==> config.mk <==
export PLATFORM = sky130hd
export DESIGN_NAME = fpm_mul_top
export DESIGN_NICKNAME = d
export VERILOG_FILES = /design/src/rtl/fpm_pkg.sv /design/src/rtl/fpm_unpack.sv /design/src/rtl/fpm_rca.sv /design/src/rtl/fpm_booth_mult.sv /design/src/rtl/fpm_pack.sv /design/src/rtl/fpm_mul_top.sv
export SDC_FILE = /design/constraint.sdc
export NUM_CORES = 1
export LEC_CHECK = 0
export CAP_MARGIN = 10
export CORE_MARGIN = 2
export CORE_UTILIZATION = 24
export DETAILED_ROUTE_END_ITERATION = 6
export PLACE_DENSITY = 0.39
export SETUP_SLACK_MARGIN = 0.15
export SYNTH_ARGS = -nofsm -noshare
export SYNTH_HDL_FRONTEND = slang
export SYNTH_SLANG_ARGS = --single-unit
==> constraint.sdc <==
create_clock -name vclk -period 45.4
set_input_delay 9.08 -clock vclk [all_inputs]
set_output_delay 9.08 -clock vclk [all_outputs]
set_load 0.005 [all_outputs]
==> src/rtl/fpm_pkg.sv <==
package fpm_pkg;
    localparam int EXP_W   = 8;
    localparam int FRAC_W  = 23;
    localparam int WORD_W  = 1 + EXP_W + FRAC_W;
    localparam int SIG_W   = FRAC_W + 1;
    localparam int PROD_W  = 2 * SIG_W;
    localparam int BIAS    = (1 << (EXP_W - 1)) - 1;
    localparam int EXP_MAX = (1 << EXP_W) - 1;
    localparam int EXT_W   = EXP_W + 2;

    typedef struct packed {
        logic              sign;
        logic [EXP_W-1:0]  exp;
        logic [FRAC_W-1:0] frac;
    } fp_word_t;

    typedef struct packed {
        logic              sign;
        logic [EXP_W-1:0]  exp;
        logic [SIG_W-1:0]  sig;
        logic              is_zero;
    } fp_parts_t;

    typedef enum logic [2:0] {
        BD_ZERO,
        BD_POS1,
        BD_POS2,
        BD_NEG1,
        BD_NEG2
    } booth_digit_t;

    function automatic booth_digit_t booth_encode(input logic [2:0] grp);
        booth_digit_t d;
        case (grp)
            3'b001, 3'b010: d = BD_POS1;
            3'b011:         d = BD_POS2;
            3'b100:         d = BD_NEG2;
            3'b101, 3'b110: d = BD_NEG1;
            default:        d = BD_ZERO;
        endcase
        return d;
    endfunction
endpackage

==> src/rtl/fpm_unpack.sv <==
module fpm_unpack
    import fpm_pkg::*;
(
    input  logic [WORD_W-1:0] word_i,
    output fp_parts_t         parts_o
);
    fp_word_t w;
    assign w = fp_word_t'(word_i);

    always_comb begin
        parts_o.sign    = w.sign;
        parts_o.exp     = w.exp;
        parts_o.is_zero = (w.exp == '0);
        parts_o.sig     = {~parts_o.is_zero, w.frac};
    end
endmodule

==> src/rtl/fpm_rca.sv <==
module fpm_rca #(
    parameter int W = 48
) (
    input  logic [W-1:0] x_i,
    input  logic [W-1:0] y_i,
    input  logic         cin_i,
    output logic [W-1:0] sum_o
);
    logic [W:0] c;
    assign c[0] = cin_i;

    for (genvar k = 0; k < W; k++) begin : g_fa
        assign sum_o[k] = x_i[k] ^ y_i[k] ^ c[k];
        assign c[k+1]   = (x_i[k] & y_i[k]) | (c[k] & (x_i[k] ^ y_i[k]));
    end

    logic unused_carry;
    assign unused_carry = c[W];
endmodule

==> src/rtl/fpm_booth_mult.sv <==
module fpm_booth_mult
    import fpm_pkg::*;
#(
    parameter int W = SIG_W
) (
    input  logic [W-1:0]   a_i,
    input  logic [W-1:0]   b_i,
    output logic [2*W-1:0] p_o
);
    localparam int NDIG = W / 2 + 1;
    localparam int BW   = 2 * NDIG;
    localparam int PW   = 2 * W;

    logic [BW:0] ext;
    assign ext = {{(BW - W){1'b0}}, b_i, 1'b0};

    logic [PW-1:0] pp  [NDIG];
    logic          neg [NDIG];
    logic [PW-1:0] acc [NDIG+1];

    assign acc[0] = '0;

    for (genvar i = 0; i < NDIG; i++) begin : g_dig
        booth_digit_t  dig;
        logic [W:0]    mag;
        logic [PW-1:0] shifted;

        assign dig = booth_encode(ext[2*i+2 -: 3]);

        always_comb begin
            case (dig)
                BD_POS1, BD_NEG1: mag = {1'b0, a_i};
                BD_POS2, BD_NEG2: mag = {a_i, 1'b0};
                default:          mag = '0;
            endcase
        end

        assign shifted = PW'(mag) << (2 * i);
        assign neg[i]  = (dig == BD_NEG1) || (dig == BD_NEG2);
        assign pp[i]   = neg[i] ? ~shifted : shifted;

        fpm_rca #(.W(PW)) u_add (
            .x_i   (acc[i]),
            .y_i   (pp[i]),
            .cin_i (neg[i]),
            .sum_o (acc[i+1])
        );
    end

    assign p_o = acc[NDIG];

    always_comb begin
        if (a_i[W-1] && b_i[W-1]) begin
            p_norm_range_r4: assert (p_o[PW-1:PW-2] != 2'b00)
                else $error("product of normal significands lost its leading one");
        end
        if (a_i == '0 || b_i == '0) begin
            p_zero_prod_r9: assert (p_o == '0)
                else $error("zero significand gave nonzero product");
        end
    end
endmodule

==> src/rtl/fpm_pack.sv <==
module fpm_pack
    import fpm_pkg::*;
(
    input  logic              sign_i,
    input  logic [EXP_W-1:0]  exp_a_i,
    input  logic [EXP_W-1:0]  exp_b_i,
    input  logic              zero_in_i,
    input  logic [PROD_W-1:0] prod_i,
    output logic [WORD_W-1:0] y_o,
    output logic              ovf_o,
    output logic              unf_o
);
    logic                    carry;
    logic [FRAC_W-1:0]       frac;
    logic signed [EXT_W-1:0] e_adj;
    fp_word_t                res;

    assign carry = prod_i[PROD_W-1];
    assign frac  = carry ? prod_i[PROD_W-2 -: FRAC_W] : prod_i[PROD_W-3 -: FRAC_W];
    assign e_adj = $signed({2'b00, exp_a_i}) + $signed({2'b00, exp_b_i})
                 - EXT_W'(BIAS) + EXT_W'(carry);

    always_comb begin
        res.sign = sign_i;
        res.exp  = '0;
        res.frac = '0;
        ovf_o    = 1'b0;
        unf_o    = 1'b0;
        if (zero_in_i) begin
            res.exp = '0;
        end else if (e_adj >= EXT_W'(EXP_MAX)) begin
            ovf_o   = 1'b1;
            res.exp = '1;
        end else if (e_adj <= 0) begin
            unf_o   = 1'b1;
        end else begin
            res.exp  = e_adj[EXP_W-1:0];
            res.frac = frac;
        end
    end

    assign y_o = res;

    logic unused_low;
    assign unused_low = ^prod_i[PROD_W-3-FRAC_W:0];

    always_comb begin
        p_flags_excl_r6: assert (!(ovf_o && unf_o))
            else $error("overflow and underflow raised together");
        if (ovf_o) begin
            p_ovf_inf_r6: assert (y_o[WORD_W-2:0] == {{EXP_W{1'b1}}, {FRAC_W{1'b0}}})
                else $error("overflow output is not infinity");
        end
        if (unf_o) begin
            p_unf_zero_r7: assert (y_o[WORD_W-2:0] == '0)
                else $error("underflow output is not zero");
        end
        if (zero_in_i) begin
            p_zero_in_r8: assert (!ovf_o && !unf_o && y_o[WORD_W-2:0] == '0)
                else $error("zero operand gave flags or nonzero result");
        end
        if (!zero_in_i && !ovf_o && !unf_o) begin
            p_exp_range_r3: assert (y_o[WORD_W-2 -: EXP_W] != '0 &&
                                    y_o[WORD_W-2 -: EXP_W] != '1)
                else $error("normal result exponent outside range");
        end
    end
endmodule

==> src/rtl/fpm_mul_top.sv <==
module fpm_mul_top
    import fpm_pkg::*;
(
    input  logic [WORD_W-1:0] a_i,
    input  logic [WORD_W-1:0] b_i,
    output logic [WORD_W-1:0] y_o,
    output logic              ovf_o,
    output logic              unf_o
);
    fp_parts_t         pa, pb;
    logic [PROD_W-1:0] prod;

    fpm_unpack u_unp_a (.word_i(a_i), .parts_o(pa));
    fpm_unpack u_unp_b (.word_i(b_i), .parts_o(pb));

    fpm_booth_mult #(.W(SIG_W)) u_mult (
        .a_i (pa.sig),
        .b_i (pb.sig),
        .p_o (prod)
    );

    fpm_pack u_pack (
        .sign_i    (pa.sign ^ pb.sign),
        .exp_a_i   (pa.exp),
        .exp_b_i   (pb.exp),
        .zero_in_i (pa.is_zero | pb.is_zero),
        .prod_i    (prod),
        .y_o       (y_o),
        .ovf_o     (ovf_o),
        .unf_o     (unf_o)
    );

    always_comb begin
        p_sign_r2: assert (y_o[WORD_W-1] == (a_i[WORD_W-1] ^ b_i[WORD_W-1]))
            else $error("result sign differs from operand sign xor");
    end
endmodule

==> summary.md <==
| Metric | Value |
|---|---|
| Via count | 16100 |
| Max-capacitance violation count | 0 |
| Met2 GRT Util | 27.5% |
| Final Worst Setup Slack | 531 ps |
| Met3 usage | 0.343% |
| Grt peak-use layer | met2 |
| Register area | 0 µm² |
| Synth area leader | fa_1 |
| Synthesized Nets | 2907 |
| Core ar. | 0.0853 mm² |
| Final Net Count | 2944 |
| I/O Pins | 98 |
| DRC | 0 |
| Synth top area share | 46.3% |
| Status | finished clean |
| Layout cell share with drive strength beyond 1 | 25.7% |
| Syn avg cell area | 8.96 µm² |
| Critical-path top delay cell | fa_2 |
| Multiplexer share of the synthesized area | 1.16% |
| Hold Crit Class | input pin to primary output |
| Post-route minimum period | 44870 ps |
| GRT met1 Usage | 19.5% |
| Vias per cell | 4.61 |
| Compound-Gate Fraction of Synth Area | 14.5% |
| Pre-CTS WS | -2050 ps |
| Gr usage total | 14.6% |
| Most frequent cell on the critical path | fa_2 |
| Synth Area in Simple Gates | 11.8% |
| Initial cell density of the core | 24.2% |
| Startpoint Class | input pin |
| Post-DRT Antenna Nets | 0 |
| Final Hold Viols | 0 |
| Mapped cell area | 0.0207 mm² |
| WL final | 65000 µm |
| Die outline area | 0.0884 mm² |
| Drt pass-1 iters | 4 |
| Synth area leaders | fa_1 46%, xnor2_1 8.2%, nor2_1 6.5% |
| Seq cells | 0 |
| Total gr overflow | 0 |
| Fmax achieved | 0.0223 GHz |
| Initial antenna violation count | 2 |
| 1st-iter DRT viols | 768 |
| DPL Wire Length | 53500 µm |
| Vias in the first global route | 17100 |
| Xor and xnor fraction of the mapped netlist area | 13.7% |
| Port bufs | 98 |
| Die Y | 297 µm |
| Largest net degree at the start of global routing | 45 |
| Num rows | 107 |
| Chip width | 297 µm |
| Filler instances | 9061 |
| Slew @ Worst Pin | 1050 ps |
| Synth warn | 0 |
| Largest family of logic cells by synthesized area | adder cells |
| Max incr delay on CP | 610 ps |
| Synth cell types | 69 |
| P&R area growth vs syn | 17.9% |
| Rel. slew slack | 29.7% |
| Setup CP Type | input pin to primary output |
| Post-Syn Instances | 2306 |
| Req. time, crit path | 36320 ps |
| Global placement routability congestion | 0.806 |
| RSZ-0062 raised after global routing | yes |
| Clk_buf instances | 0 |
| Final worst-path cycle share | 98.8% |
| Routed WL per cell | 18.7 µm |
| Fin util | 28.5% |
| Fin. max-slew vios | 0 |
| Crit-path max FO | 5 |
| First-pass GRT wire length | 104000 µm |
| Critical Path AT | 35790 ps |
| Antenna Cells | 0 |
| Register area share after synthesis | 0% |
| Final setup fails | 0 |
| CP Capture Type | primary output |
| Synth Area in Adders | 49.9% |
-- stage by stage --
step | cells | setup TNS, ps | hold slack [ps] | instance area (µm²)
2_1_floorplan | 2306 | 0 | 18320 | 20700
3_3_place_gp | 3457 | -62010 | 19130 | 23100
3_5_place_dp | 3457 | -66120 | 19140 | 23100
4_1_cts | 3481 | -9310 | 19130 | 23900
5_1_grt | 3485 | -94.6 | 19140 | 24300
6_report | 3485 | 0 | 19130 | 24300
-- worst max-delay path: cells and delay by family --
kind	cells	cell delay [ps]
compound gates	4	780
xor+xnor	6	980
fa+ha+maj	58	22900
buf+inv	15	1280
simple gates	4	740
-- synthesized netlist by cell type (27+ instances only) --
cell and n:
xnor2_1 194, buf_1 36, a22oi_1 27, xor2_1 121, nor2_1 355, clkbuf_1 178
o21ai_0 60, a221oi_1 89, fa_1 478, a21oi_1 28, nand2_1 73, ha_1 59
a211oi_1 126, inv_1 233
-- worst paths after layout --
check | startpoint | end | slack, ps | cells past startpoint
worst max-delay path | b_i[1] | y_o[1] | 530 | 87
worst min-delay path | b_i[31] | y_o[31] | 19130 | 3
-- what timing repair did --
item                                    CTS  global route
endpoints found under the hold margin     0             0
hold buffers                              0             0
endpoints found under the setup margin   33            33
buffers inserted                         22             3
gates resized for setup                 298           168
cloned                                    2             1
pin swaps                               114           155
-- cell usage in the layout, fill, tap and decap left out, types with 6 or more instances in the layout --
master	n
xnor2_1	188
a221oi_1	89
and3_1	8
nor4_1	10
clkdlybuf4s50_1	43
nor3_1	16
or3_1	8
a21boi_1	7
a21o_1	6
inv_2	37
inv_1	196
o221ai_1	10
fa_1	182
and2_1	24
nand2_1	73
buf_4	153
fa_2	296
and4_1	7
xnor2_2	7
a22oi_1	27
xor2_1	121
mux2i_1	24
nor3_2	16
buf_2	32
ha_1	54
nand3_1	13
buf_12	7
a21oi_1	28
o21ai_0	56
buf_6	11
a211oi_1	124
nor2_1	355
o22ai_1	6
dlygate4sd2_1	15
-- cell type report --
class / count / area [µm²] / share of cell area, %
Multi-Input combinational cell: 1834 / 19800 / 81.1
Inverter: 237 / 890 / 3.65
Timing Repair Buffer: 270 / 2270 / 9.32
Tap cell: 1144 / 1430 / 5.88
-- per-layer routing --
layer | part of all wire [%] | up-vias
li1 | - | 7535
met1 | 45 | 8262
met2 | 52 | 225
met3 | 1.9 | 30
met4 | 0.97 | 0
met5 | 0 | -
-- cell families after synthesis --
family                   after synthesis
multiplexers                          24
buffers and inverters                472
AO/OA/AOI/OAI                        402
AND/OR/NAND/NOR                      553
XOR/XNOR                             318
adder cells (fa/ha/maj)              537
Power is not shown: default switching activity piles up to over one toggle a cycle in this logic, so the estimate is an artifact.
